$ cat config.mk
export PLATFORM = sky130hd
export DESIGN_NAME = mhop_dir_cmp
export DESIGN_NICKNAME = d
export VERILOG_FILES = /design/src/rtl/mhop_pkg.sv /design/src/rtl/mhop_inject_ctl.sv /design/src/rtl/mhop_axis_cmp.sv /design/src/rtl/mhop_datapath.sv /design/src/rtl/mhop_fault_chk.sv /design/src/rtl/mhop_dir_cmp.sv
export SDC_FILE = /design/constraint.sdc
export NUM_CORES = 1
export LEC_CHECK = 0
export BUFFER_PORTS_ARGS = -buffer_cell sky130_fd_sc_hd__buf_2
export CORE_MARGIN = 2
export CORE_UTILIZATION = 49
export DETAILED_ROUTE_END_ITERATION = 10
export GPL_TIMING_DRIVEN = 0
export PLACE_DENSITY = 0.83
export SYNTH_ARGS = -nofsm -noshare
export SYNTH_HDL_FRONTEND = slang
export SYNTH_HIERARCHICAL = 1
export SYNTH_SLANG_ARGS = --single-unit
$ cat constraint.sdc
create_clock -name vclk -period 2.3
set_input_delay 0.115 -clock vclk [all_inputs]
set_output_delay 0.115 -clock vclk [all_outputs]
set_load 0.05 [all_outputs]
$ cat src/rtl/mhop_pkg.sv
package mhop_pkg;
  localparam int COORD_W = 4;
  localparam int ADDR_W  = 2 * COORD_W;
  localparam int HOPS    = 3;
  localparam int SIG_N   = 4 * HOPS + 2;
  localparam int SEL_W   = $clog2(SIG_N);

  // packed so east occupies the least significant bits
  typedef struct packed {
    logic            eqY;
    logic            eqX;
    logic [HOPS-1:0] south;
    logic [HOPS-1:0] north;
    logic [HOPS-1:0] west;
    logic [HOPS-1:0] east;
  } flipVec_t;

  typedef struct packed {
    logic [HOPS-1:0] pos;
    logic [HOPS-1:0] neg;
    logic            eq;
  } axisFlags_t;
endpackage

$ cat src/rtl/mhop_inject_ctl.sv
module mhop_inject_ctl
  import mhop_pkg::*;
(
  input  logic             injEn,
  input  logic [SEL_W-1:0] injSel,
  output flipVec_t         strobes
);
  logic [SIG_N-1:0] selVec;

  always_comb begin
    selVec = '0;
    for (int i = 0; i < SIG_N; i++) begin
      if (injEn && (int'(injSel) == i)) selVec[i] = 1'b1;
    end
    strobes = flipVec_t'(selVec);
  end

  // at most one signal is ever disturbed
  always_comb begin
    p_single_flip_r5: assert ($onehot0(strobes));
  end
endmodule

$ cat src/rtl/mhop_axis_cmp.sv
module mhop_axis_cmp
  import mhop_pkg::*;
(
  input  logic [COORD_W-1:0] curCoord,
  input  logic [COORD_W-1:0] dstCoord,
  output axisFlags_t         flags
);
  logic              ahead;
  logic              behind;
  logic [COORD_W-1:0] fwdDist;
  logic [COORD_W-1:0] bwdDist;

  assign ahead   = dstCoord > curCoord;
  assign behind  = curCoord > dstCoord;
  assign fwdDist = dstCoord - curCoord;
  assign bwdDist = curCoord - dstCoord;

  generate
    for (genvar k = 0; k < HOPS; k++) begin : g_level
      localparam logic [COORD_W-1:0] THRESH = COORD_W'(k + 1);
      assign flags.pos[k] = ahead  && (fwdDist >= THRESH);
      assign flags.neg[k] = behind && (bwdDist >= THRESH);
    end
  endgenerate

  assign flags.eq = (curCoord == dstCoord);
endmodule

$ cat src/rtl/mhop_datapath.sv
module mhop_datapath
  import mhop_pkg::*;
(
  input  logic [ADDR_W-1:0] curAddr,
  input  logic [ADDR_W-1:0] dstAddr,
  input  flipVec_t          strobes,
  output axisFlags_t        xOut,
  output axisFlags_t        yOut
);
  axisFlags_t xRaw;
  axisFlags_t yRaw;

  mhop_axis_cmp u_xCmp (
    .curCoord(curAddr[ADDR_W-1:COORD_W]),
    .dstCoord(dstAddr[ADDR_W-1:COORD_W]),
    .flags   (xRaw)
  );

  mhop_axis_cmp u_yCmp (
    .curCoord(curAddr[COORD_W-1:0]),
    .dstCoord(dstAddr[COORD_W-1:0]),
    .flags   (yRaw)
  );

  // injection sits after the comparators so the checker sees the upset
  assign xOut.pos = xRaw.pos ^ strobes.east;
  assign xOut.neg = xRaw.neg ^ strobes.west;
  assign xOut.eq  = xRaw.eq  ^ strobes.eqX;
  assign yOut.pos = yRaw.pos ^ strobes.north;
  assign yOut.neg = yRaw.neg ^ strobes.south;
  assign yOut.eq  = yRaw.eq  ^ strobes.eqY;

  always_comb begin
    if (strobes == '0) begin
      for (int k = 1; k < HOPS; k++) begin
        p_nest_r4: assert ((!xOut.pos[k] || xOut.pos[k-1]) && (!xOut.neg[k] || xOut.neg[k-1])
                        && (!yOut.pos[k] || yOut.pos[k-1]) && (!yOut.neg[k] || yOut.neg[k-1]));
      end
      p_axis_excl_r3: assert ($countones({xOut.pos[0], xOut.neg[0], xOut.eq}) == 1
                           && $countones({yOut.pos[0], yOut.neg[0], yOut.eq}) == 1);
    end
  end
endmodule

$ cat src/rtl/mhop_fault_chk.sv
module mhop_fault_chk
  import mhop_pkg::*;
(
  input  axisFlags_t xIn,
  input  axisFlags_t yIn,
  output logic       faultDet
);
  logic [1:0] axisFault;
  axisFlags_t axisIn [2];

  assign axisIn[0] = xIn;
  assign axisIn[1] = yIn;

  generate
    for (genvar a = 0; a < 2; a++) begin : g_axis
      logic [HOPS-1:0] p;
      logic [HOPS-1:0] n;
      logic            bothFar;
      logic            posBroken;
      logic            negBroken;
      logic            eqBroken;

      assign p = axisIn[a].pos;
      assign n = axisIn[a].neg;
      assign bothFar   = p[HOPS-1] & n[HOPS-1];
      assign posBroken = p[HOPS-1] & ~((&p[HOPS-2:0]) & ~(|n[HOPS-2:0]));
      assign negBroken = n[HOPS-1] & ~((&n[HOPS-2:0]) & ~(|p[HOPS-2:0]));
      assign eqBroken  = (axisIn[a].eq & (p[0] | n[0]))
                       | (~axisIn[a].eq & ~p[0] & ~n[0]);
      assign axisFault[a] = bothFar | posBroken | negBroken | eqBroken;
    end
  endgenerate

  assign faultDet = |axisFault;

  // a far flag on both sides must always be caught
  always_comb begin
    p_opposite_far_r7: assert (!((xIn.pos[HOPS-1] && xIn.neg[HOPS-1])
                               || (yIn.pos[HOPS-1] && yIn.neg[HOPS-1])) || faultDet);
  end
endmodule

$ cat src/rtl/mhop_dir_cmp.sv
module mhop_dir_cmp
  import mhop_pkg::*;
(
  input  logic [7:0] curAddr,
  input  logic [7:0] dstAddr,
  input  logic       injEn,
  input  logic [3:0] injSel,
  output logic [2:0] eastHop,
  output logic [2:0] westHop,
  output logic [2:0] northHop,
  output logic [2:0] southHop,
  output logic       xEqual,
  output logic       yEqual,
  output logic       faultDet
);
  flipVec_t   strobes;
  axisFlags_t xFlags;
  axisFlags_t yFlags;

  mhop_inject_ctl u_ctl (
    .injEn  (injEn),
    .injSel (injSel),
    .strobes(strobes)
  );

  mhop_datapath u_dp (
    .curAddr(curAddr),
    .dstAddr(dstAddr),
    .strobes(strobes),
    .xOut   (xFlags),
    .yOut   (yFlags)
  );

  mhop_fault_chk u_chk (
    .xIn     (xFlags),
    .yIn     (yFlags),
    .faultDet(faultDet)
  );

  assign eastHop  = xFlags.pos;
  assign westHop  = xFlags.neg;
  assign northHop = yFlags.pos;
  assign southHop = yFlags.neg;
  assign xEqual   = xFlags.eq;
  assign yEqual   = yFlags.eq;

  always_comb begin
    if (strobes == '0) p_quiet_r6: assert (!faultDet);
  end
endmodule

==> summary.md, run 1 <==
| Metric | Value |
|---|---|
| Status | `finished, violations left` |
| Violated checks | `setup timing` |
| Final Max Tran Viols | `0` |
| Syn Nets | `187` |
| Total GRT Usage | `25.06%` |
| Vias in the first global route | `between 1000 and 1500` |
| Core Area | `2002 µm²` |
| Startpoint types | `primary input` |
| Worst setup margin | `-0.3167 ns` |
| WS Path Type | `primary input to output port` |
| Setup violations, final | `1` |
| FMAX | `0.3822 GHz` |
| Row count | `16` |
| N_diodes | `0` |
| RSZ-0062 raised after global routing | `yes` |
| Post-synthesis cell count | `146` |
| Final TNS setup | `-0.3167 ns` |
| Total Wirelength | `2889 µm` |
| P_int | `0.2319 mW` |
| Max-Cap Viols | `0` |
| Remaining DRCs | `0` |
| First-pass GRT wire length | `5009 µm` |
| Relative slew slack | `61.36%` |
| WL/cell | `13.50 µm` |
| Total power | `0.6644 mW` |
| Most common cell on crit path | `o21ai_1` |
| Share of total power in the clock network | `0%` |
| # nets final | `230` |
| PortBufs | `36` |
| Number of fill cells | `between 100 and 150` |
| Vias | `1127` |
| Synth top area share | `a little under a fifth` |
| Most frequent cell after synthesis | `inv_1` |
| Sequential cell count | `0` |
| Mean post-synth cell area | `7.310 µm²` |
| NetSw | `0.4325 mW` |
| Antenna-violating nets left | `0` |
| Static Leak | `0.7871 nW` |
| Worst-margin pin slew | `0.5752 ns` |
| Power per cell area | `415.2 nW/µm²` |
| Drt pass-1 iters | `4` |
| Unique masters post-synth | `30` |
| RD Place Congestion | `0.8084` |
| Finished Layout Cells | `214` |
| Vias per cell | `5.266` |
| Io pins | `36` |
| Tightest Hold Check Type | `primary input to output port` |
| Die area | `approximately 2600 µm²` |
| WHS | `0.8315 ns` |
| Largest net degree at the start of global routing | `8` |
| CP Max Fanout | `4` |
| Synth area leader | `ha_1` |
| Starting DRT DRC Count | `14` |
| Post-synthesis sequential area ratio | `0%` |
| Synth top cells by count | `inv_1 (26), ha_1 (16), xor2_1 (14)` |
| Peak supply drop | `0.2716 mV` |
| Placed insts | `209` |
| Gate power share | `100.0%` |
| Multi-input gate area | `1210 µm²` |
| Final min period | `2.617 ns` |
| Grt total ovfl | `0` |
| Crit path from | `curAddr[5]` |
| CP cell instances | `buf_2 > inv_1 > ha_1 > nand2_1 > o21ai_1 > xnor2_2 > a41oi_2 > xor2_4 > or4_1 > o21ai_1 > nand4_1 > buf_6` |
| Worst path slowest cell | `or4_1` |
| Clock buffers | `0` |
| Reg power frac | `0%` |
| Crit path DAT | `~2.5 ns` |
| Initial antenna violation count | `0` |
| Worst Path Required | `2.18 ns` |
| Pre-CTS setup slack | `-0.4536 ns` |
| Ys Warns | `6` |
| Register area | `0 µm²` |
| Largest stage delay, worst path | `0.47 ns` |
| Crit path capture | `faultDet` |
| Switch share | `65.09%` |
| Die X | `50.67 µm` |
| Layout cell share with drive strength beyond 1 | `43.85%` |
| Initial Util | `53.31%` |
| Die Height | `50.67 µm` |
| Area grow syn2layout | `49.94%` |
| Final hold vios | `0` |
| Tcrit/Tclk final | `113.8%` |
| CP endpoint kind | `output port` |
| Synth area leaders | `ha_1 (19%), xor2_1 (11%), inv_1 (9.1%), fa_1 (7.5%), xnor2_1 (5.7%)` |
| Post-DP HPWL | `2227 µm` |
| Cell Area, Synth | `between 1000 and 1500 µm²` |
-- critical path, delay by kind of cell --
| kind | cells | cell delay (ns) |
|---|---|---|
| compound gates | 3 | 0.59 |
| xor+xnor | 2 | 0.41 |
| buf+inv | 3 | 0.39 |
| simple gates | 3 | 0.64 |
| fa+ha+maj | 1 | 0.34 |
-- metrics by stage --
step	instance area (µm²)	util (%)
final	1600	79.94
after global routing	1600	79.94
after CTS	1594	79.63
after detailed placement	1445	72.19
after global placement	1445	72.19
after floorplan	1231	-
-- metal layers --
metal | up-vias | GRT usage, % | routed length (µm)
met4 | 0 | 3.604 | 44
met2 | 33 | 52.19 | 1629
li1 | 570 | - | -
met3 | 4 | 0.2976 | 91
met1 | 520 | 28.33 | 1123
met5 | - | 0 | 0
-- power groups by stage --
stage	sequential [mW]	clock (mW)	combinational (mW)
floorplan	0	0	0.472
global placement	0	0	0.571
detailed placement	0	0	0.592
CTS	0	0	0.651
global route	0	0	0.715
finish	0	0	0.664
-- cell families (layout without fill, tap and decap cells) --
kind of cell | Yosys count | after routing | share of synthesized area [%]
simple gates | 43 | 43 | 21.92
fa+ha+maj | 20 | 20 | 26.26
buf+inv | 28 | 69 | 11.25
xor+xnor | 23 | 23 | 20.28
compound gates | 32 | 32 | 20.28
-- worst min-delay path by stage --
stage / from / endpoint / slack (ns) / depth (start not counted)
finish: injSel[1] / northHop[2] / 0.83 / 4
global route: injSel[1] / northHop[2] / 0.87 / 4
CTS: injSel[0] / northHop[2] / 0.83 / 4
detailed placement: injSel[1] / northHop[2] / 0.83 / 4
global placement: injSel[0] / northHop[2] / 0.82 / 4
floorplan: injSel[0] / eastHop[0] / 0.52 / 2
-- timing repair --
action                                  CTS  global route
setup buffers                             4             0
gates cloned                              1             0
hold buffers                              0             0
pin swaps                                10             1
endpoints found under the setup margin    1             1
gates resized for setup                  26             2
-- cell usage in the layout, fill, tap and decap left out, types with 4 or more instances in the layout --
cell / instances
a31oi_2: 5
xnor2_2: 4
a31oi_1: 5
xor2_2: 6
o21ai_2: 4
ha_1: 15
nand2b_1: 6
xor2_1: 4
a21oi_1: 5
nand2_1: 6
buf_6: 5
nor2_1: 12
buf_2: 34
nor2b_1: 4
buf_4: 4
inv_1: 25
xor2_4: 6
-- area by class of cell --
cell class | count | area share (%)
multi-input cells | 118 | 75.61
repair buffers | 41 | 14.62
inverters | 26 | 6.255
well taps | 27 | 2.111
plain buffers | 2 | 1.407
(Power assumes the default switching activity.)
==> run 2, diff against run 1 <==
--- a/config.mk
+++ b/config.mk
@@ -6,12 +6,10 @@
 export NUM_CORES = 1
 export LEC_CHECK = 0
 export BUFFER_PORTS_ARGS = -buffer_cell sky130_fd_sc_hd__buf_2
-export CORE_MARGIN = 2
-export CORE_UTILIZATION = 49
+export CORE_UTILIZATION = 50
 export DETAILED_ROUTE_END_ITERATION = 10
 export GPL_TIMING_DRIVEN = 0
 export PLACE_DENSITY = 0.83
 export SYNTH_ARGS = -nofsm -noshare
 export SYNTH_HDL_FRONTEND = slang
-export SYNTH_HIERARCHICAL = 1
 export SYNTH_SLANG_ARGS = --single-unit
==> run 2 against run 1 <==
Compared with the run above: the flow still finishes with violations (setup timing); non-clock buffer count grew 10; cell area up 18%; synthesized area rose by 12%; synthesized cell count up 14%; global-route usage grew 0.77 points; cell count grew 13%; via count is 23% higher; first-iteration DRC count rose to 3.1 times the previous value; power grew 38%; critical path depth rose by 1; critical endpoint unchanged.
==> summary.md, run 2 <==
| Metric | Value |
|---|---|
| Most frequent cells in the layout | `inv_1 (21), buf_2 (20), buf_4 (16)` |
| Setup violations, final | `8` |
| Io pins | `36` |
| Synth area leaders | `ha_1 (17%), xor2_1 (10%), inv_1 (9.1%), fa_1 (6.7%), xnor2_1 (5.1%)` |
| First-pass GRT wire length | `5223 µm` |
| Register area | `0 µm²` |
| PortBufs | `34` |
| Final min period | `roughly 2.8 ns` |
| Largest family of logic cells by synthesized area | `simple AND/OR/NAND/NOR gates` |
| Initial Util | `53.45%` |
| Startpoint types | `primary input` |
| P_int | `about 0.37 mW` |
| Vias per cell | `5.748` |
| Post-synthesis adder-cell area fraction | `23.48%` |
| Most common cell on crit path | `buf_6` |
| Mean post-synth cell area | `7.148 µm²` |
| Violated checks | `setup timing` |
| Synth top cells by count | `inv_1 (29), ha_1 (16), nor2_1 (16)` |
| Total power | `0.9165 mW` |
| CP cell instances | `buf_2 > inv_1 > ha_1 > buf_6 > nand2_1 > o21ai_1 > mux2i_2 > o2111ai_2 > xnor2_4 > nor3_4 > a221o_1 > nand4_1 > buf_6` |
| Grt total ovfl | `0` |
| WS Path Type | `primary input to output port` |
| Worst path slowest cell | `mux2i_2` |
| Static Leak | `0.8823 nW` |
| Relative slew slack | `66.57%` |
| Share of total power in the clock network | `0%` |
| Final Max Tran Viols | `0` |
| Largest stage delay, worst path | `0.36 ns` |
| Final Cell Area | `1893 µm²` |
| Status | `finished, violations left` |
| Power per cell area | `484.1 nW/µm²` |
| WHS | `0.7352 ns` |
| Vias in the first global route | `1294` |
| Die Height | `roughly 51 µm` |
| Sequential cell count | `0` |
| Drt pass-1 iters | `4` |
| Die area | `between 2000 and 3000 µm²` |
| Row count | `17` |
| FMAX | `roughly 0.35 GHz` |
| Post-synthesis sequential area ratio | `0%` |
| Crit path DAT | `2.71 ns` |
| Antenna-violating nets left | `0` |
| NetSw | `0.5476 mW` |
| Multiplexer share of the synthesized area | `approximately 3.8%` |
| Final hold vios | `0` |
| Reg power frac | `0%` |
| Tightest Hold Check Type | `primary input to output port` |
| Worst setup margin | `-0.5252 ns` |
| Most frequent cell after synthesis | `inv_1` |
| Area grow syn2layout | `58.60%` |
| Unique masters post-synth | `41` |
| Initial antenna violation count | `0` |
| # nets final | `257` |
| Gate power share | `100.0%` |
| Post-DP HPWL | `2394 µm` |
| Number of fill cells | `129` |
| Largest net degree at the start of global routing | `11` |
| RSZ-0062 raised after global routing | `yes` |
| Synth top area share | `between 15 and 20%` |
| Cell Area, Synth | `~1200 µm²` |
| WL/cell | `16.10 µm` |
| Max-Cap Viols | `0` |
| Post-Synth Simple-Gate Area | `between 20% and 30%` |
| Tcrit/Tclk final | `122.8%` |
| Vias | `about 1400` |
| Dpl cell area | `around 1500 µm²` |
| Worst hold path depth | `4` |
| Layout cell share with drive strength beyond 1 | `50.00%` |
| Most common cell after layout, fill and taps aside | `inv_1` |
| Core Area | `between 2000 and 2500 µm²` |
| Total Wirelength | `3897 µm` |
| Worst-margin pin slew | `0.5003 ns` |
| Ys Warns | `0` |
| Post-synthesis cell count | `167` |
| Peak supply drop | `0.3885 mV` |
| Die X | `50.86 µm` |
| N_diodes | `0` |
| Switch share | `59.75%` |
| Syn Nets | `208` |
| Starting DRT DRC Count | `43` |
| RD Place Congestion | `around 0.82` |
| Compound-cell area share of the yosys netlist | `14.99%` |
| Remaining DRCs | `0` |
| CP Max Fanout | `8` |
| Worst Path Required | `around 2.2 ns` |
| CP endpoint kind | `output port` |
| Total GRT Usage | `25.83%` |
| Synth area leader | `ha_1` |
| Clock buffers | `0` |
| Xor/xnor cell area share of the yosys netlist | `18.13%` |
==> run 2: cell types whose count changed after synthesis, sizes merged, moves of 4 or more <==
cell,delta
a21oi,+7
a31oi,-9
nand2,+4
nand2b,-4
nor2b,-4
nor3,+5
nor3b,+4
o21ai,-4
==> run 2: final timing paths <==
kind,to,slack (ns),from
worst min-delay path,eastHop[2],0.74,injSel[1]
worst max-delay path,faultDet,-0.53,curAddr[6]
==> run 2: area by class of cell <==
| type | instances | area (µm²) | area share [%] |
|---|---|---|---|
| plain buffers | 6 | 57.56 | 3.040 |
| inverters | 29 | 125.1 | 6.609 |
| well taps | 28 | 35.03 | 1.851 |
| repair buffers | 47 | 356.6 | 18.84 |
| multi-input cells | 132 | 1319 | 69.66 |
==> run 2: worst max-delay path, delay by kind of cell <==
| kind | cells | cell delay, ns |
|---|---|---|
| compound gates | 3 | 0.90 |
| buf+inv | 4 | 0.46 |
| mux | 1 | 0.36 |
| simple gates | 3 | 0.29 |
| fa+ha+maj | 1 | 0.29 |
| xor+xnor | 1 | 0.29 |
==> run 2: logic make-up (layout without fill, tap and decap cells) <==
family / after synthesis / count (layout)
adders and majority gates: 20 / 20
muxes: 4 / 4
buffers and inverters: 35 / 82
and+or+nand+nor: 58 / 58
AOI/OAI and AO/OA: 27 / 27
xor gates and xnor gates: 23 / 23
==> run 2: per-stage QoR <==
step	setup WS [ns]	std cells	setup TNS (ns)	utilization (%)
2_1_floorplan	-0.6303	167	-0.6303	-
3_3_place_gp	-0.5114	229	-1.133	67.28
3_5_place_dp	-0.6440	229	-1.874	67.28
4_1_cts	-0.5064	241	-0.6921	75.13
5_1_grt	-0.6449	242	-1.770	84.76
6_report	-0.5252	242	-0.8660	84.76
==> run 2: power by group through the flow <==
| stage | registers (mW) | logic [mW] | clock network (mW) |
|---|---|---|---|
| floorplan | 0 | 0.530 | 0 |
| global placement | 0 | 0.636 | 0 |
| detailed placement | 0 | 0.662 | 0 |
| CTS | 0 | 0.763 | 0 |
| global route | 0 | 0.966 | 0 |
| finish | 0 | 0.916 | 0 |
==> run 2: repair_timing <==
item | 4_1_cts | 5_1_grt
gates resized for setup | 24 | 52
buffers inserted | 12 | 2
pin swaps | 14 | 26
endpoints found under the setup margin | 9 | 13
hold buffers | 0 | 0
gates cloned | 0 | 0
==> run 2: per-layer routing <==
layer | vias up | GRT usage (%) | routed length (µm)
li1 | 646 | - | -
met1 | 674 | 27.04 | 1395
met2 | 55 | 54.89 | 2241
met3 | 16 | 1.488 | 125
met4 | 0 | 5.093 | 135
met5 | - | 0 | 0
